==> src/rtl/stbuf_pkg.sv <==
package stbuf_pkg;
  typedef enum logic [1:0] {
    OP_LOAD  = 2'd0,
    OP_STORE = 2'd1,
    OP_XCHG  = 2'd2
  } cpu_op_e;

  typedef enum logic [1:0] {
    MEM_RD   = 2'd0,
    MEM_WR   = 2'd1,
    MEM_SWAP = 2'd2
  } mem_op_e;

  typedef enum logic [2:0] {
    S_IDLE,
    S_LD_REQ,
    S_LD_WAIT,
    S_X_DRAIN,
    S_X_REQ,
    S_X_WAIT
  } ctrl_st_e;
endpackage

==> src/rtl/stbuf_fifo.sv <==
module stbuf_fifo #(
  parameter int DEPTH = 4,
  parameter int AW    = 32,
  parameter int DW    = 32,
  localparam int PW   = (DEPTH > 1) ? $clog2(DEPTH) : 1,
  localparam int CW   = $clog2(DEPTH + 1)
) (
  input  logic          clk,
  input  logic          rst,
  input  logic          push,
  input  logic [AW-1:0] push_addr,
  input  logic [DW-1:0] push_data,
  input  logic          pop,
  input  logic [AW-1:0] lk_addr,
  output logic          lk_hit,
  output logic [DW-1:0] lk_data,
  output logic [AW-1:0] head_addr,
  output logic [DW-1:0] head_data,
  output logic [CW-1:0] count,
  output logic          full,
  output logic          empty
);
  logic [AW-1:0] a_q [DEPTH];
  logic [DW-1:0] d_q [DEPTH];
  logic [PW-1:0] head_q, tail_q;
  logic [CW-1:0] cnt_q;
  logic [DEPTH-1:0] match;

  function automatic logic [PW-1:0] nxt(input logic [PW-1:0] p);
    return (int'(p) == DEPTH - 1) ? '0 : p + 1'b1;
  endfunction

  // entry storage: written only, no reset, so it maps to plain registers or LUT memory
  always_ff @(posedge clk) begin
    if (push) begin
      a_q[tail_q] <= push_addr;
      d_q[tail_q] <= push_data;
    end
  end

  always_ff @(posedge clk) begin
    if (rst) begin
      head_q <= '0;
      tail_q <= '0;
      cnt_q  <= '0;
    end else begin
      if (push) tail_q <= nxt(tail_q);
      if (pop)  head_q <= nxt(head_q);
      case ({push, pop})
        2'b10:   cnt_q <= cnt_q + 1'b1;
        2'b01:   cnt_q <= cnt_q - 1'b1;
        default: cnt_q <= cnt_q;
      endcase
    end
  end

  for (genvar i = 0; i < DEPTH; i++) begin : g_cmp
    assign match[i] = (a_q[i] == lk_addr);
  end

  // walk slots from oldest to newest; a later hit overrides, leaving the youngest
  always_comb begin
    lk_hit  = 1'b0;
    lk_data = '0;
    for (int k = 0; k < DEPTH; k++) begin
      int idx;
      idx = int'(head_q) + k;
      if (idx >= DEPTH) idx = idx - DEPTH;
      if (k < int'(cnt_q) && match[idx]) begin
        lk_hit  = 1'b1;
        lk_data = d_q[idx];
      end
    end
  end

  assign head_addr = a_q[head_q];
  assign head_data = d_q[head_q];
  assign count     = cnt_q;
  assign full      = (cnt_q == CW'(DEPTH));
  assign empty     = (cnt_q == '0);
endmodule

==> src/rtl/stbuf_ctrl.sv <==
module stbuf_ctrl
  import stbuf_pkg::*;
#(
  parameter int AW = 32,
  parameter int DW = 32
) (
  input  logic          clk,
  input  logic          rst,
  input  logic          cpu_valid,
  input  logic [1:0]    cpu_op,
  input  logic [AW-1:0] cpu_addr,
  input  logic [DW-1:0] cpu_wdata,
  output logic          cpu_stall,
  output logic          cpu_rvalid,
  output logic [DW-1:0] cpu_rdata,
  input  logic          q_full,
  input  logic          q_empty,
  input  logic          lk_hit,
  input  logic [DW-1:0] lk_data,
  output logic          push,
  output logic          c_req,
  output logic [1:0]    c_op,
  output logic [AW-1:0] c_addr,
  output logic [DW-1:0] c_wdata,
  input  logic          c_gnt,
  input  logic          mem_rvalid,
  input  logic [DW-1:0] mem_rdata
);
  ctrl_st_e      st_q;
  logic [AW-1:0] p_addr_q;
  logic [DW-1:0] p_data_q;
  logic          idle, take;

  assign idle      = (st_q == S_IDLE);
  assign cpu_stall = !idle || (cpu_valid && cpu_op == OP_STORE && q_full);
  assign take      = cpu_valid && !cpu_stall;
  assign push      = take && cpu_op == OP_STORE;

  assign c_req   = (st_q == S_LD_REQ) || (st_q == S_X_REQ);
  assign c_op    = (st_q == S_X_REQ) ? MEM_SWAP : MEM_RD;
  assign c_addr  = p_addr_q;
  assign c_wdata = p_data_q;

  always_ff @(posedge clk) begin
    if (rst) begin
      st_q       <= S_IDLE;
      cpu_rvalid <= 1'b0;
      cpu_rdata  <= '0;
      p_addr_q   <= '0;
      p_data_q   <= '0;
    end else begin
      cpu_rvalid <= 1'b0;
      case (st_q)
        S_IDLE: begin
          if (take) begin
            if (cpu_op == OP_LOAD) begin
              if (lk_hit) begin
                cpu_rvalid <= 1'b1;
                cpu_rdata  <= lk_data;
              end else begin
                p_addr_q <= cpu_addr;
                st_q     <= S_LD_REQ;
              end
            end else if (cpu_op == OP_XCHG) begin
              p_addr_q <= cpu_addr;
              p_data_q <= cpu_wdata;
              st_q     <= S_X_DRAIN;
            end
          end
        end
        S_LD_REQ:  if (c_gnt) st_q <= S_LD_WAIT;
        S_X_DRAIN: if (q_empty) st_q <= S_X_REQ;
        S_X_REQ:   if (c_gnt) st_q <= S_X_WAIT;
        S_LD_WAIT, S_X_WAIT: begin
          if (mem_rvalid) begin
            cpu_rvalid <= 1'b1;
            cpu_rdata  <= mem_rdata;
            st_q       <= S_IDLE;
          end
        end
        default: st_q <= S_IDLE;
      endcase
    end
  end
endmodule

==> src/rtl/stbuf_port_arb.sv <==
module stbuf_port_arb
  import stbuf_pkg::*;
#(
  parameter int AW = 32,
  parameter int DW = 32
) (
  input  logic          c_req,
  input  logic [1:0]    c_op,
  input  logic [AW-1:0] c_addr,
  input  logic [DW-1:0] c_wdata,
  output logic          c_gnt,
  input  logic          d_valid,
  input  logic [AW-1:0] d_addr,
  input  logic [DW-1:0] d_data,
  output logic          d_pop,
  output logic          mem_req,
  output logic [1:0]    mem_op,
  output logic [AW-1:0] mem_addr,
  output logic [DW-1:0] mem_wdata,
  input  logic          mem_gnt
);
  always_comb begin
    if (c_req) begin
      mem_req   = 1'b1;
      mem_op    = c_op;
      mem_addr  = c_addr;
      mem_wdata = c_wdata;
    end else begin
      mem_req   = d_valid;
      mem_op    = MEM_WR;
      mem_addr  = d_addr;
      mem_wdata = d_data;
    end
  end

  assign c_gnt = c_req && mem_gnt;
  assign d_pop = !c_req && d_valid && mem_gnt;
endmodule

==> src/rtl/stbuf_top.sv <==
module stbuf_top #(
  parameter int DEPTH = 4,
  parameter int AW    = 32,
  parameter int DW    = 32
) (
  input  logic          clk,
  input  logic          rst,
  input  logic          cpu_valid,
  input  logic [1:0]    cpu_op,
  input  logic [AW-1:0] cpu_addr,
  input  logic [DW-1:0] cpu_wdata,
  output logic          cpu_stall,
  output logic          cpu_rvalid,
  output logic [DW-1:0] cpu_rdata,
  output logic          mem_req,
  output logic [1:0]    mem_op,
  output logic [AW-1:0] mem_addr,
  output logic [DW-1:0] mem_wdata,
  input  logic          mem_gnt,
  input  logic          mem_rvalid,
  input  logic [DW-1:0] mem_rdata
);
  localparam int CW = $clog2(DEPTH + 1);

  logic          push, pop, q_full, q_empty, lk_hit, c_req, c_gnt;
  logic [DW-1:0] lk_data, head_data, c_wdata;
  logic [AW-1:0] head_addr, c_addr;
  logic [1:0]    c_op;
  logic [CW-1:0] fifo_cnt;

  stbuf_fifo #(.DEPTH(DEPTH), .AW(AW), .DW(DW)) u_fifo (
    .clk(clk), .rst(rst),
    .push(push), .push_addr(cpu_addr), .push_data(cpu_wdata),
    .pop(pop), .lk_addr(cpu_addr), .lk_hit(lk_hit), .lk_data(lk_data),
    .head_addr(head_addr), .head_data(head_data),
    .count(fifo_cnt), .full(q_full), .empty(q_empty)
  );

  stbuf_ctrl #(.AW(AW), .DW(DW)) u_ctrl (
    .clk(clk), .rst(rst),
    .cpu_valid(cpu_valid), .cpu_op(cpu_op), .cpu_addr(cpu_addr), .cpu_wdata(cpu_wdata),
    .cpu_stall(cpu_stall), .cpu_rvalid(cpu_rvalid), .cpu_rdata(cpu_rdata),
    .q_full(q_full), .q_empty(q_empty), .lk_hit(lk_hit), .lk_data(lk_data),
    .push(push), .c_req(c_req), .c_op(c_op), .c_addr(c_addr), .c_wdata(c_wdata),
    .c_gnt(c_gnt), .mem_rvalid(mem_rvalid), .mem_rdata(mem_rdata)
  );

  stbuf_port_arb #(.AW(AW), .DW(DW)) u_arb (
    .c_req(c_req), .c_op(c_op), .c_addr(c_addr), .c_wdata(c_wdata), .c_gnt(c_gnt),
    .d_valid(!q_empty), .d_addr(head_addr), .d_data(head_data), .d_pop(pop),
    .mem_req(mem_req), .mem_op(mem_op), .mem_addr(mem_addr), .mem_wdata(mem_wdata),
    .mem_gnt(mem_gnt)
  );
endmodule

==> config.mk <==
export PLATFORM = sky130hd
export DESIGN_NAME = stbuf_top
export DESIGN_NICKNAME = d
export VERILOG_FILES = /design/src/rtl/stbuf_pkg.sv /design/src/rtl/stbuf_fifo.sv /design/src/rtl/stbuf_ctrl.sv /design/src/rtl/stbuf_port_arb.sv /design/src/rtl/stbuf_top.sv
export SDC_FILE = /design/constraint.sdc
export NUM_CORES = 1
export LEC_CHECK = 0
export ABC_AREA = 1
export BUFFER_PORTS_ARGS = -buffer_cell sky130_fd_sc_hd__buf_2
export CORE_MARGIN = 1
export CORE_UTILIZATION = 40
export CTS_CLUSTER_DIAMETER = 100
export CTS_CLUSTER_SIZE = 25
export DETAILED_ROUTE_END_ITERATION = 7
export PLACE_DENSITY = 0.62
export RECOVER_POWER = 100
export SYNTH_ARGS = -nofsm -noshare
export SYNTH_HDL_FRONTEND = slang
export SYNTH_SLANG_ARGS = --single-unit
==> constraint.sdc <==
create_clock -name clk -period 5.61 [get_ports clk]
set_input_delay 0 -clock clk [delete_from_list [all_inputs] [get_ports clk]]
set_output_delay 0 -clock clk [all_outputs]
set_load 0.02 [all_outputs]
Yosys cells after proc, flatten, opt, wreduce, memory -nomap -nowiden
Memories as Yosys holds them, arrays and structs flattened. A register that Yosys moved wholly into a read port is not among the register bits.
Cells that the tools add are included.
{ "totals": {"ff_bits": 107, "latchBits": 0, "mem_count": 2, "romBits": 0, "in_bits": 103, "output_inout_bits": 101, "word_cells": 148, "mem_bits_rw": 256} }
{ "classes": {"n_div": 0, "bitwise_logic": 1, "n_mux": 60, "mul": 0, "eq_ne": 26, "add_sub_neg": 11, "order_cmp": 12, "shifts": 0, "n_reduce_logical": 28} }
{ "mem_list": {"columns": ["memory", "words", "width", "read_ports", "rd_ports_with_merged_regs", "wr", "line", "source"], "rows": [
  ["u_fifo.a_q", 4, 32, 5, 1, 1, "stbuf_fifo.sv:23", "logic [AW-1:0] a_q [DEPTH];"],
  ["u_fifo.d_q", 4, 32, 5, 1, 1, "stbuf_fifo.sv:24", "logic [DW-1:0] d_q [DEPTH];"]
]} }
{ "ops": {"columns": ["cell", "count"], "rows": [
  ["2-to-1 mux 32 bit", 17],
  ["equality test 32 bit", 4],
  ["< comparator 32 x 4 -> 1 bit (second input constant)", 4],
  [">= comparator 32 x 4 -> 1 bit (second input constant)", 3],
  ["subtractor 32 x 4 -> 32 bit (second input constant)", 3],
  ["case mux 32 bit (2 select lines)", 1],
  ["2-to-1 mux 3 bit", 8],
  ["2-to-1 mux 1 bit", 19],
  ["2-to-1 mux 2 bit", 8],
  ["inequality test 2 bit (second input constant)", 8],
  ["case mux 3 bit (5 select lines)", 1],
  ["logical AND 1 bit", 11],
  ["equality test 3 bit (second input constant)", 3],
  ["binary-select mux 1 bit (select 2 bit)", 4],
  ["equality test 2 x 1 -> 1 bit (second input constant)", 4],
  ["AND reduction 4 bit", 2],
  ["AND reduction 7 bit", 1],
  ["adder 2 x 2 -> 3 bit (second input constant)", 2],
  ["equality test 3 x 2 -> 1 bit (second input constant)", 2],
  ["zero test 3 bit", 2],
  ["< comparator 1 x 3 -> 1 bit (first input constant)", 2],
  ["< comparator 2 x 3 -> 1 bit (first input constant)", 2],
  ["inequality test 3 bit (second input constant)", 2],
  ["case mux 3 bit (2 select lines)", 1],
  ["16 further kinds", 24]
]} }

Longest topological paths before layout
Gate-level depths: netlist (run 1).
{ "depth": {"depth_word": 14, "depth_mapped": 22, "ltp_nobuf": 19} }

Hierarchy
Synthesis (run 1) repeated with hierarchy kept, for this count alone.
{ "unflattened": {"cells_unflattened": 2724, "hier_area_um2": 21356.7} }
{ "modules_own_cells": {"columns": ["mod", "seq_area_each_um2", "area_per_inst_um2", "n_inst", "cells_each"], "rows": [
  ["stbuf_fifo", 7867.5, 15962.8, 1, 1905],
  ["stbuf_ctrl", 2001.9, 4500.6, 1, 602],
  ["stbuf_port_arb", 0.0, 889.6, 1, 216],
  ["stbuf_top", 0.0, 3.8, 1, 1]
]} }

Worst setup path after synthesis (run 1)
Ideal clock, no wire load.
{ "synth_path": {"path_kind": "register -> register", "startpoint": "register u_fifo.cnt_q[0], in the netlist u_fifo.count[0]", "endpoint": "memory u_fifo.a_q[0][0] (enable)", "required_time_ns": 5.123, "n_path_buf": 0, "synth_period_minus_slack_ns": 4.359, "arrival_ns": 3.872, "stages_incl_launch_ff": 8, "setup_ns": 0.487, "path_slack_ns": 1.251, "path_cell_list": "dfxtp_1 -> inv_1 -> ha_1 -> nand3_1 -> nand3_1 -> inv_1 -> nand2_1 -> nor2_1"} }
{ "synth_between": {"elab_chain_len": 8} }
{ "synth_lines": {"columns": ["element", "line", "source"], "rows": [
  ["from (decl)", "stbuf_fifo.sv:26", "logic [CW-1:0] cnt_q;"],
  ["from (signal assigned)", "stbuf_fifo.sv:50", "2'b10: cnt_q <= cnt_q + 1'b1;"],
  ["from (signal assigned)", "stbuf_fifo.sv:51", "2'b01: cnt_q <= cnt_q - 1'b1;"],
  ["from (signal assigned)", "stbuf_fifo.sv:52", "default: cnt_q <= cnt_q;"],
  ["equality test 3 bit", "stbuf_fifo.sv:79", "assign full = (cnt_q == CW'(DEPTH));"],
  ["logical AND 1 bit", "stbuf_ctrl.sv:35", "assign cpu_stall = !idle || (cpu_valid && cpu_op == OP_STORE && q_full);"],
  ["logical OR 1 bit", "stbuf_ctrl.sv:35", null],
  ["zero test 1 bit", "stbuf_ctrl.sv:36", "assign take = cpu_valid && !cpu_stall;"],
  ["logical AND 1 bit", "stbuf_ctrl.sv:36", null],
  ["logical AND 1 bit", "stbuf_ctrl.sv:37", "assign push = take && cpu_op == OP_STORE;"],
  ["2-to-1 mux 1 bit", "stbuf_fifo.sv:35", "if (push) begin"],
  ["2-to-1 mux 1 bit (implied by the code)", "stbuf_fifo.sv:36", "a_q[tail_q] <= push_addr;"],
  ["to (decl)", "stbuf_fifo.sv:23", null]
]} }
Every way passes these cells.

Final worst setup path (run 1)
{ "layout_path": {"startpoint": "register u_ctrl.st_q[2]", "endpoint": "output port mem_wdata[20]"} }
{ "layout_between": {"elab_chain_len": 3, "word_cells_on_any_way": 4, "cone_classes": "eq/ne: 2; mux: 1; reduce/logical: 1"} }
{ "layout_lines": {"columns": ["element", "line", "source"], "rows": [
  ["from (decl)", "stbuf_ctrl.sv:29", "ctrl_st_e st_q;"],
  ["from (signal assigned)", "stbuf_ctrl.sv:46", "st_q <= S_IDLE;"],
  ["from (signal assigned)", "stbuf_ctrl.sv:62", "st_q <= S_LD_REQ;"],
  ["from (signal assigned)", "stbuf_ctrl.sv:67", "st_q <= S_X_DRAIN;"],
  ["equality test 3 x 1 -> 1 bit / equality test 3 bit (equally long branches)", "stbuf_ctrl.sv:39", "assign c_req = (st_q == S_LD_REQ) || (st_q == S_X_REQ);"],
  ["logical OR 1 bit *", "stbuf_ctrl.sv:39", null],
  ["2-to-1 mux 32 bit *", "stbuf_port_arb.sv:23", "if (c_req) begin"],
  ["to (decl)", "stbuf_top.sv:18", "output logic [DW-1:0] mem_wdata,"]
]} }
Mark *: on every way between the ends. The rest lies on a longest branch, timed or not.

==> results of run 1 <==
==> synth_stat cells, drive strengths merged (2+ instances only) <==
cell type  instances  area [µm²]
inv              166       623.1
nand2            533        2003
clkbuf           131       491.7
ha                10       125.1
a31oi             64       400.4
xor2               2       17.52
xnor2            111       972.2
nand4              6       52.55
dfxtp            109        2182
buf               73       395.4
clkinv             2       7.510
nor3               2       10.01
nor2             391        1478
or2               29       181.4
a21oi            195        1013
nand3            145       798.3
a22oi              2       15.01
o21ai            429        2147
nand3b             3       22.52
o211ai             3       22.52
edfxtp           256        7687
==> metrics by stage <==
step	instance area [µm²]	worst slack, ns	hold slack [ns]
global placement	21930	1.614	0.2342
floorplan	20670	1.251	0.09887
CTS	23490	1.032	0.02406
finish	23190	0.7602	0.02347
detailed placement	21930	1.480	0.2411
global route	23190	0.4243	0.02892
==> per-layer routing <==
| layer | wire length [µm] | up-vias | GRT usage, % |
|---|---|---|---|
| met5 | 37 | - | 0 |
| met4 | 1271 | 6 | 5.646 |
| met3 | 3878 | 82 | 3.088 |
| met2 | 29380 | 611 | 39.76 |
| met1 | 28480 | 8712 | 31.68 |
| li1 | - | 9156 | - |
==> worst min path at each step <==
| stage | slack, ns | to | startpoint | cells past startpoint |
|---|---|---|---|---|
| after floorplan | 0.1 | u_fifo.a_q[0][0] | cpu_addr[0] | 0 |
| after global placement | 0.23 | u_fifo.d_q[0][24] | cpu_wdata[24] | 1 |
| after detailed placement | 0.24 | u_fifo.d_q[3][6] | cpu_wdata[6] | 1 |
| after CTS | 0.02 | u_ctrl.st_q[1] | cpu_op[0] | 5 |
| after global routing | 0.03 | u_ctrl.st_q[1] | cpu_op[0] | 5 |
| final | 0.02 | u_ctrl.st_q[1] | cpu_op[0] | 5 |
==> area by class of cell <==
type | count | area, µm² | share of cell area (%)
antenna | 2 | 5.005 | 0.02158
tap | 672 | 840.8 | 3.626
inverter | 168 | 633.1 | 2.730
sequential | 365 | 9878 | 42.60
clock inverter | 4 | 35.03 | 0.1511
timing repair buffer | 325 | 2021 | 8.714
multi-input combinational | 1928 | 9240 | 39.85
clock buffer | 27 | 536.8 | 2.315
==> logic make-up after synthesis <==
group,count (synthesis)
AOI/OAI and AO/OA,696
buffers and inverters,372
DFF,365
xor gates and xnor gates,113
and+or+nand+nor,1109
adders and majority gates,10
==> critical path, cell delays in order (launching register included) <==
cell,delay [ns]
sky130_fd_sc_hd__dfxtp_1,0.39
sky130_fd_sc_hd__inv_1,0.10
sky130_fd_sc_hd__nand2_1,0.09
sky130_fd_sc_hd__nor2_1,0.06
sky130_fd_sc_hd__inv_1,0.05
sky130_fd_sc_hd__nand2_1,0.06
sky130_fd_sc_hd__inv_1,1.94
sky130_fd_sc_hd__buf_4,0.81
sky130_fd_sc_hd__nor2_1,0.09
sky130_fd_sc_hd__a31oi_1,0.35
sky130_fd_sc_hd__clkbuf_1,0.28
==> power breakdown <==
group | total, mW | internal [mW] | switching, mW
Sequential | 3.26 | 3.05 | 0.212
Combinational | 4.53 | 1.28 | 3.25
Clock | 1.58 | 0.686 | 0.896
==> flip-flops by register name, indices dropped and copies added, names as in the netlist, 3 cells and up, named ones only <==
| name | flops |
|---|---|
| u_ctrl.c_addr | 32 |
| u_ctrl.c_wdata | 32 |
| u_ctrl.cpu_rdata | 32 |
| u_ctrl.st_q | 3 |
| u_fifo.a_q | 128 |
| u_fifo.count | 3 |
| u_fifo.d_q | 128 |
==> cell usage in the layout, fill, tap and decap left out, drive strengths merged <==
cell	synthesis	layout
a22oi	2	2
xnor2	111	111
nor2	391	391
nand3	145	145
a211oi	1	1
nand4	6	6
o211a	1	1
ha	10	10
o21ai	429	429
or2	29	29
nand2	533	533
inv	166	170
dfxtp	109	109
nand3b	3	3
diode	0	2
clkbuf	131	189
a31oi	64	64
dlygate4sd3	0	98
clkinv	2	2
o211ai	3	3
xor2	2	2
buf	73	65
nor3	2	2
edfxtp	256	256
o22ai	1	1
a21oi	195	195
==> timing repair <==
item | in CTS | in global routing
endpoints found under the setup margin | 0 | 0
endpoints found under the hold margin | 354 | 0
hold buffers | 98 | 0
==> impl_results.md, run 1 <==
- Outcome: finished with violations
- Failing checks: max-capacitance violations, max-slew violations
- Routed wirelength normalized by instance count: 18.06 µm
- Post-synthesis xor/xnor area fraction: 4.788%
- PnR Total Power: 9.372 mW
- Post-layout utilization of the core: 45.85%
- Total grt overflow: 0
- DRC violation count after routing: 0
- Final clock skew: 0.02210 ns
- Final Cycle Share: 86.45%
- Clock input transition at the sequential cells of the worst setup and hold paths: 0.10 ns
- Post CTS Setup Buffer Count: 0
- Vias after detailed routing: 18,570
- Register bit total from synthesis: 365
- CTS tree: done
- Std cell rows: 82
- Leak Pwr: 8.509 nW
- Source of the critical timing path: u_ctrl.st_q[2]
- Number of failing setup endpoints in the final timing report: 0
- Worst slew pin tran: 2.870 ns
- Peak clock frequency supported by timing: 206.2 MHz
- Compound-Gate Fraction of Synth Area: 17.52%
- Post-DP HPWL: 40,730 µm
- Clock latency reported for the late side of the worst-skew pair: 0.55 ns
- First-pass GRT wire length: 97,950 µm
- Share of post-route cells with drive strength above 1: 5.502%
- Sort of element at the end of the critical path: primary output
- Worst R2R Setup Slack: 0.87 ns
- Via count normalized by instance count: 5.319
- Dominant combinational cell family by area after synthesis: simple AND/OR/NAND/NOR gates
- Arrival @ worst endpoint: 4.85 ns
- Synth Area in Simple Gates: 21.99%
- Die area: 52,590 µm²
- CTS Sinks: 365
- Proportion of synthesized chip area in sequential cells: 47.75%
- Number of buffers created by CTS: 19
- Total of cells resized after clock tree synthesis: 0
- Pin count of the biggest net entering global routing: 138
- Combined area of all synthesized cells: 20,670 µm²
- Vias in the first global route: 17,590
- Initial antenna violation count: 5
- Destination of the critical timing path: mem_wdata[20]
- Clock tree root driver cell: sky130_fd_sc_hd__clkbuf_16
- Critical path data required time: 5.61 ns
- Gr usage total: 23.48%
- Drt first pass iters: 5
- Max_slew headroom: -92.02%
- Final count of pins violating max slew: 195
- Path type of the worst min-delay path: in -> reg
- Peak fanout along the critical path: 74
- Antenna violation net count after detailed routing: 0
- Total core area: 50,580 µm²
- Detailed Route Iter0 Violations: 1,610
- H-tree Lvls: 1
- Most used flip-flop cell after synthesis: sky130_fd_sc_hd__edfxtp_1
- Worst reg2reg startpoint: u_fifo.head_q[0]
- Post-synthesis instance total: 2,665
- Nets: 2,920
- End of the worst register-to-register path: u_ctrl.cpu_rdata[29]
- Die extent in x: 229.3 µm
- Cell count after placement: 3,360
- Syn nets: 2,778
- RSZ-0062 raised after global routing: no
- Largest voltage drop on the vdd net: 247.5 µV
- Areal power density over the cells: 404.1 nW/µm²
- Routability Congestion: 0.8759
- Final Hold Viols: 0
- Post-synthesis to final-layout area growth: 12.19%
- Accumulated negative setup slack: 0 ns
- DIE HEIGHT: 229.3 µm
- Total Routed Length: 63,060 µm
- Worst reg2reg path depth: 11
- Layout filler cell count: 5,072
- Mapped Avg Cell Area: 7.756 µm²
- Count of port buffers added during placement: 203
- Bufs on Longest Clock Path: 3
- Share of synthesized flip-flops with an asynchronous set or reset: 0%
- Initial cell density of the core: 40.86%
- Critical path launch point type: flip-flop
- Non-filler instance count after layout: 3,491
- Count of flip-flops with a built-in enable after synthesis: 256
- Arithmetic-cell share of the synthesized area counting full adders, half adders and majority gates: 0.6053%
- Final critical delay including setup and external delays: 4.850 ns
- Mux share of post-synthesis cell area: 0%
- I/O pin count: 204
- Synth warnings: 0
- Post-synth cell types: 36
- Worst Path Class, Setup: reg -> out
- Max-capacitance violation count: 8
Power figures use the tool's default switching activity.
==> inputs of run 2 (changes only) <==
--- a/config.mk
+++ b/config.mk
@@ -12,6 +12,7 @@
 export CTS_CLUSTER_DIAMETER = 100
 export CTS_CLUSTER_SIZE = 25
 export DETAILED_ROUTE_END_ITERATION = 7
+export GPL_TIMING_DRIVEN = 0
 export PLACE_DENSITY = 0.62
 export RECOVER_POWER = 100
 export SYNTH_ARGS = -nofsm -noshare
==> run 2 against run 1 <==
  * Cell count rose by 5.6%
  * Sequential share of layout area down 1.5 points
  * Total power rose by 8.0%
  * Clock skew up 0.012 ns
  * Via count up 7.0%
  * The flow still finishes with violations (max-capacitance violations, max-slew violations)
  * Setup slack improved by 0.46 ns
==> impl_results.md, run 2 (synthesized netlist as in run 1, its figures left out) <==
- Via count normalized by instance count: 5.390 (+1.3%)
- Crit path max-delay cell type: sky130_fd_sc_hd__nand3_1
- Drt first pass iters: 6 (+1)
- Share of post-route cells with drive strength above 1: 5.878% (+0.38 points)
- Slowest cell delay on critical path: 0.55 ns (-1.39 ns)
- First-pass GRT wire length: 114,500 µm (+17%)
- Number of buffers created by CTS: 20 (+1)
- Clock input transition at the sequential cells of the worst setup and hold paths: 0.10 ns (about the same)
- Pre-CTS WS: 2.238 ns (+0.7574 ns)
- Number of failing setup endpoints in the final timing report: 0 (unchanged)
- Largest voltage drop on the vdd net: 233.4 µV (-5.7%)
- Non-filler instance count after layout: 3,686 (+5.6%)
- Cell count after placement: 3,548 (+5.6%)
- Initial cell density of the core: 40.86% (unchanged)
- Vias in the first global route: 18,850 (+7.2%)
- Final setup slack of the worst path: 1.222 ns (+0.4621 ns)
- Final count of pins violating max slew: 81 (-58%)
- Clock tree root driver cell: sky130_fd_sc_hd__clkbuf_16
- Commonest cells after routing, fill and taps aside: 532 x sky130_fd_sc_hd__nand2_1, 422 x sky130_fd_sc_hd__o21ai_0, 387 x sky130_fd_sc_hd__nor2_1, 317 x sky130_fd_sc_hd__clkbuf_1, 256 x sky130_fd_sc_hd__edfxtp_1
- Hold EP: u_ctrl.c_wdata[6]
- Most common cell after layout, fill and taps aside: sky130_fd_sc_hd__nand2_1
- Family with the most delay on the worst path: simple AND/OR/NAND/NOR gates
- CTS Sinks: 365 (unchanged)
- Worst reg2reg startpoint: u_fifo.head_q[0]
- Die area: 52,590 µm² (unchanged)
- DIE HEIGHT: 229.3 µm (unchanged)
- Final Hold Viols: 0 (unchanged)
- PnR Total Power: 10.12 mW (+8.0%)
- Accumulated negative setup slack: 0 ns (unchanged)
- DRC violation count after routing: 0 (unchanged)
- Max_slew headroom: -67.99% (+24 points)
- Routed wirelength normalized by instance count: 21.02 µm (+16%)
- Total grt overflow: 0 (unchanged)
- Library cell appearing most often on the critical path: sky130_fd_sc_hd__nand3_1
- Antenna violation net count after detailed routing: 0 (unchanged)
- Peak fanout along the critical path: 10 (-86%)
- RSZ-0062 raised after global routing: no
- Arrival @ worst endpoint: 4.87 ns (+0.02 ns)
- Total core area: 50,580 µm² (unchanged)
- Leak Pwr: 8.858 nW (+4.1%)
- Final Cycle Share: 78.21% (-8.2 points)
- Worst slew pin tran: 2.511 ns (-0.3591 ns)
- Areal power density over the cells: 421.6 nW/µm² (+4.3%)
- Worst reg2reg path depth: 11 (unchanged)
- Die extent in x: 229.3 µm (unchanged)
- Post-DP HPWL: 59,380 µm (+46%)
- End of the worst register-to-register path: u_ctrl.cpu_rdata[12]
- Final clock skew: 0.03376 ns (+0.01166 ns)
- Final critical delay including setup and external delays: 4.388 ns (-0.4621 ns)
- Vias after detailed routing: 19,870 (+7.0%)
- Critical-path cell list: ha_1, clkbuf_1, clkinv_1, nand3_1, nand3_1, nand4_1, nand3_1, nand2_2, clkbuf_1, nand3_1, a21oi_1
- Std cell rows: 82 (unchanged)
- Worst Path Class, Setup: reg -> reg
- Largest registers: u_fifo.a_q: 128 flops, u_fifo.d_q: 128 flops
- Detailed Route Iter0 Violations: 2,038 (+27%)
- Initial antenna violation count: 4 (-1)
- Max-capacitance violation count: 4 (-4)
- Peak clock frequency supported by timing: 227.9 MHz (+11%)
- Nets: 3,110 (+6.5%)
- Critical path launch point type: flip-flop
- Min-delay src: cpu_op[1]
- Total of cells resized after clock tree synthesis: 0 (unchanged)
- Gr usage total: 28.75% (+5.3 points)
- I/O pin count: 204 (unchanged)
- CTS tree: done
- Count of port buffers added during placement: 202 (-0.49%)
- Pin count of the biggest net entering global routing: 28 (-80%)
- Critical path data required time: 6.09 ns (+0.48 ns)
- Bufs on Longest Clock Path: 3 (unchanged)
- Outcome: finished with violations
- Clock latency reported for the late side of the worst-skew pair: 0.58 ns (+0.03 ns)
- Path type of the worst min-delay path: in -> reg
- Cell depth of the worst min-delay path: 3 (-2)
- Total Routed Length: 77,480 µm (+23%)
- Worst R2R Setup Slack: 1.22 ns (+0.35 ns)
- Failing checks: max-capacitance violations, max-slew violations
- Number of buffers and inverters on the critical path: 3 (-2)
- Post-synthesis to final-layout area growth: 16.10%
- Routability Congestion: 0.9546 (+9.0%)
- Sort of element at the end of the critical path: flip-flop
- H-tree Lvls: 1 (unchanged)
==> run 2: cell types whose count changed in the layout (fill, tap and decap cells not counted), sizes merged <==
cell,before,now
diode,2,3
dlygate4sd3,98,99
buf,65,109
inv,170,169
clkbuf,189,337
clkinv,2,4
==> run 2: worst reg2reg max path, stage by stage, from the launching register on <==
cell and delay (ns):
sky130_fd_sc_hd__dfxtp_1 0.38, sky130_fd_sc_hd__ha_1 0.29, sky130_fd_sc_hd__clkbuf_1 0.47, sky130_fd_sc_hd__clkinv_1 0.53
sky130_fd_sc_hd__nand3_1 0.22, sky130_fd_sc_hd__nand3_1 0.50, sky130_fd_sc_hd__nand4_1 0.44, sky130_fd_sc_hd__nand3_1 0.55
sky130_fd_sc_hd__nand2_2 0.25, sky130_fd_sc_hd__clkbuf_1 0.37, sky130_fd_sc_hd__nand3_1 0.14, sky130_fd_sc_hd__a21oi_1 0.16
==> run 2: through the flow <==
step	util [%]	hold slack, ns	area (µm²)
5_1_grt	47.44	0.02575	24000
3_5_place_dp	44.96	0.2314	22740
4_1_cts	48.15	0.01341	24360
2_1_floorplan	-	0.09887	20670
6_report	47.44	0.04412	24000
3_3_place_gp	44.53	0.2228	22520
==> run 2: worst max path at each step <==
stage / start / endpoint / slack, ns / cells past startpoint
6_report: u_fifo.head_q[0] / u_ctrl.cpu_rdata[12] / 1.22 / 11
5_1_grt: u_fifo.head_q[0] / u_ctrl.cpu_rdata[13] / 1.06 / 11
4_1_cts: flip-flop / mem_addr[11] / 2.18 / 8
3_5_place_dp: u_fifo.head_q[0] / u_ctrl.c_addr[20] / 2.24 / 12
3_3_place_gp: cpu_op[1] / u_fifo.d_q[1][1] / -1.81 / 7
2_1_floorplan: u_fifo.count[0] / u_fifo.a_q[0][0] / 1.25 / 7
==> run 2: routing by layer <==
metal	vias to the layer above	part of all wire (%)	routed length [µm]	global-route usage, %
li1	9536	-	-	-
met2	957	46	35620	47.79
met1	9213	42	32360	37.85
met4	4	4.3	3334	11.31
met3	156	7.9	6135	3.797
met5	-	0.023	18	0
==> run 2: where the power goes <==
part	switching, mW	internal [mW]	leakage (nW)
Combinational	3.93	1.38	5.37
Sequential	0.0964	3.04	3.19
Clock	0.969	0.705	0.297
Total	4.99	5.12	8.86
==> run 2: area by class of cell <==
class,count,area (µm²)
Tap cell,672,840.8
Timing Repair Buffer,310,1933
Inverter,168,630.6
Clock inverter,5,83.83
Antenna cell,3,7.507
Multi-Input combinational cell,1928,9213
Fill cell,5027,26580
Clock buffer,31,541.8
Buffer,204,878.3
Sequential cell,365,9869
==> run 2: timing repair <==
item,4_1_cts,5_1_grt
endpoints found under the hold margin,354,0
buffers inserted,0,0
hold buffers,99,0
==> inputs of run 3 (changes only) <==
==> constraint.sdc (replaced) <==
create_clock -name clk -period 4.1 [get_ports clk]
set_input_delay 0 -clock clk [delete_from_list [all_inputs] [get_ports clk]]
set_output_delay 0 -clock clk [all_outputs]
set_load 0.02 [all_outputs]
==> run 3 against run 2 <==
  * The run still ends with max-capacitance violations, max-slew violations left
  * Routed wire length up 0.13%
  * Critical path depth up 1
  * First-iteration DRC count down 1.8%
  * Final area up 0.23%
  * Core utilization up 0.11 points
  * Setup slack worse by 0.76 ns
  * Critical path type unchanged
  * Critical endpoint is now u_ctrl.cpu_rdata[21]
  * Largest cell class unchanged
  * Highest routed layer unchanged
==> impl_results.md, run 3 (synthesized netlist as in run 1, its figures left out) <==
- Antenna violation net count after detailed routing: 0 (unchanged)
- Peak fanout along the critical path: 10 (unchanged)
- Critical-path cell list: ha_1, clkbuf_1, clkinv_1, nand3_1, nand3_2, nand4_1, nand3_4, nand2_1, buf_6, buf_12, nand3_1, a21oi_2
- Outcome: finished with violations
- Clock latency reported for the late side of the worst-skew pair: 0.58 ns (about the same)
- Nets: 3,110 (unchanged)
- I/O pin count: 204 (unchanged)
- Detailed Route Iter0 Violations: 2,001 (-1.8%)
- Final Hold Viols: 0 (unchanged)
- Sort of element at the end of the critical path: flip-flop
- Post-DP HPWL: 59,380 µm (unchanged)
- Total core area: 50,580 µm² (unchanged)
- DRC violation count after routing: 0 (unchanged)
- Critical path launch point type: flip-flop
- Layout filler cell count: 5,020 (-0.14%)
- Number of buffers created by CTS: 20 (unchanged)
- Die area: 52,590 µm² (unchanged)
- Worst slew pin tran: 1.684 ns (-0.8270 ns)
- Std cell rows: 82 (unchanged)
- DIE HEIGHT: 229.3 µm (unchanged)
- Final count of pins violating max slew: 35 (-57%)
- Gr usage total: 28.75% (unchanged)
- Peak clock frequency supported by timing: 274.9 MHz (+21%)
- Arrival @ worst endpoint: 4.12 ns (-0.75 ns)
- CTS tree: done
- Pin count of the biggest net entering global routing: 28 (unchanged)
- Vias after detailed routing: 19,880 (+0.076%)
- CTS Sinks: 365 (unchanged)
- Max-capacitance violation count: 2 (-2)
- Crit path max-delay cell type: sky130_fd_sc_hd__clkinv_1
- Library cell appearing most often on the critical path: sky130_fd_sc_hd__nand3_1
- Post-layout utilization of the core: 47.56% (+0.11 points)
- Commonest cells after routing, fill and taps aside: 533 x sky130_fd_sc_hd__nand2_1, 422 x sky130_fd_sc_hd__o21ai_0, 385 x sky130_fd_sc_hd__nor2_1, 312 x sky130_fd_sc_hd__clkbuf_1, 256 x sky130_fd_sc_hd__edfxtp_1
- Total grt overflow: 0 (unchanged)
- Final clock skew: 0.03230 ns (-0.001461 ns)
- Area of all placed cells without fillers: 24,050 µm² (+0.23%)
- Routed wirelength normalized by instance count: 21.05 µm (+0.13%)
- Count of port buffers added during placement: 202 (unchanged)
- Slowest cell delay on critical path: 0.53 ns (-0.02 ns)
- Total Routed Length: 77,570 µm (+0.13%)
- Total area of multi-input combinational cells: 9233 µm² (+0.22%)
- Initial antenna violation count: 4 (unchanged)
- Vias in the first global route: 18,850 (unchanged)
- Bufs on Longest Clock Path: 3 (unchanged)
- Max_slew headroom: -12.65% (+55 points)
- Routability Congestion: 0.9546 (unchanged)
- First-pass GRT wire length: 114,500 µm (unchanged)
- Path type of the worst min-delay path: in -> reg
- Initial cell density of the core: 40.86% (unchanged)
- PnR Total Power: 13.85 mW (+37%)
- Final critical delay including setup and external delays: 3.638 ns (-0.7499 ns)
- DP Area: 22,740 µm² (unchanged)
- Share of post-route cells with drive strength above 1: 6.111% (+0.23 points)
- Failing checks: max-capacitance violations, max-slew violations
- Number of failing setup endpoints in the final timing report: 0 (unchanged)
- Post-synthesis to final-layout area growth: 16.37%
- RSZ-0062 raised after global routing: no
- WHS: 0.05131 ns (+0.007189 ns)
- Post CTS Setup Buffer Count: 0 (unchanged)
- Via count normalized by instance count: 5.394 (about the same)
- Drt first pass iters: 6 (unchanged)
- Clock input transition at the sequential cells of the worst setup and hold paths: 0.10 ns (about the same)
- Largest registers: u_fifo.a_q: 128 flops, u_fifo.d_q: 128 flops
- H-tree Lvls: 1 (unchanged)
- Leak Pwr: 8.901 nW (+0.49%)
- Die extent in x: 229.3 µm (unchanged)
- Sequential cell area: 9869 µm² (unchanged)
- Final Cycle Share: 88.73% (+11 points)
- Areal power density over the cells: 575.7 nW/µm² (+37%)
- Clock tree root driver cell: sky130_fd_sc_hd__clkbuf_16
- Worst Path Class, Setup: reg -> reg
- Most common cell after layout, fill and taps aside: sky130_fd_sc_hd__nand2_1
- Critical path data required time: 4.59 ns (-1.50 ns)
- Accumulated negative setup slack: 0 ns (unchanged)
- Largest voltage drop on the vdd net: 318.8 µV (+37%)
-- run 3: area by class of cell --
type / instances / share of cell area [%]
antenna: 3 / 0.03121
buffer: 204 / 3.662
clock buffer: 31 / 2.252
clock inverter: 5 / 0.3485
inverter: 168 / 2.622
multi-input combinational: 1928 / 38.38
sequential: 365 / 41.03
tap: 672 / 3.495
timing repair buffer: 310 / 8.177
-- run 3: metal layers --
metal | vias to the layer above | global-route usage [%] | part of all wire (%) | wire length [µm]
li1 | 9539 | - | - | -
met1 | 9230 | 37.85 | 41 | 32120
met2 | 947 | 47.79 | 46 | 35790
met3 | 161 | 3.797 | 8.2 | 6375
met4 | 4 | 11.31 | 4.2 | 3271
met5 | - | 0 | 0.023 | 18
-- run 3: critical path: cells and delay by family, from the launching register on --
family,cells,cell delay [ns]
buffers and inverters,4,1.30
flip-flops,1,0.38
AND/OR/NAND/NOR,6,1.43
adder cells (fa/ha/maj),1,0.30
AO/OA/AOI/OAI,1,0.12
-- run 3: worst paths after layout --
kind | start | to | slack, ns | cells after the start
setup / recovery | u_fifo.head_q[0] | u_ctrl.cpu_rdata[21] | 0.46 | 12
hold / removal | cpu_op[1] | u_ctrl.c_wdata[6] | 0.05 | 3
setup reg to reg | u_fifo.head_q[0] | u_ctrl.cpu_rdata[21] | 0.46 | 12
hold reg to reg | u_ctrl.c_wdata[28] | u_ctrl.c_wdata[28] | 0.47 | 2
-- run 3: stage by stage --
stage / setup slack (ns) / std cells
final: 0.4622 / 3686
after global routing: 0.2378 / 3685
after CTS: 0.6671 / 3683
after detailed placement: 0.7277 / 3548
after global placement: -3.321 / 3539
after floorplan: -0.2587 / 2665
-- run 3: timing repair --
item                      in CTS  in global routing
hold buffers                  99                  0
resized for setup              0                  0
hold endpoints to repair     354                  0
-- run 3: where the power goes --
group	internal [mW]	switching (mW)	total, mW
combinational	1.88	5.37	7.26
clock	0.964	1.33	2.29
sequential	4.16	0.133	4.30
total	7.01	6.84	13.8
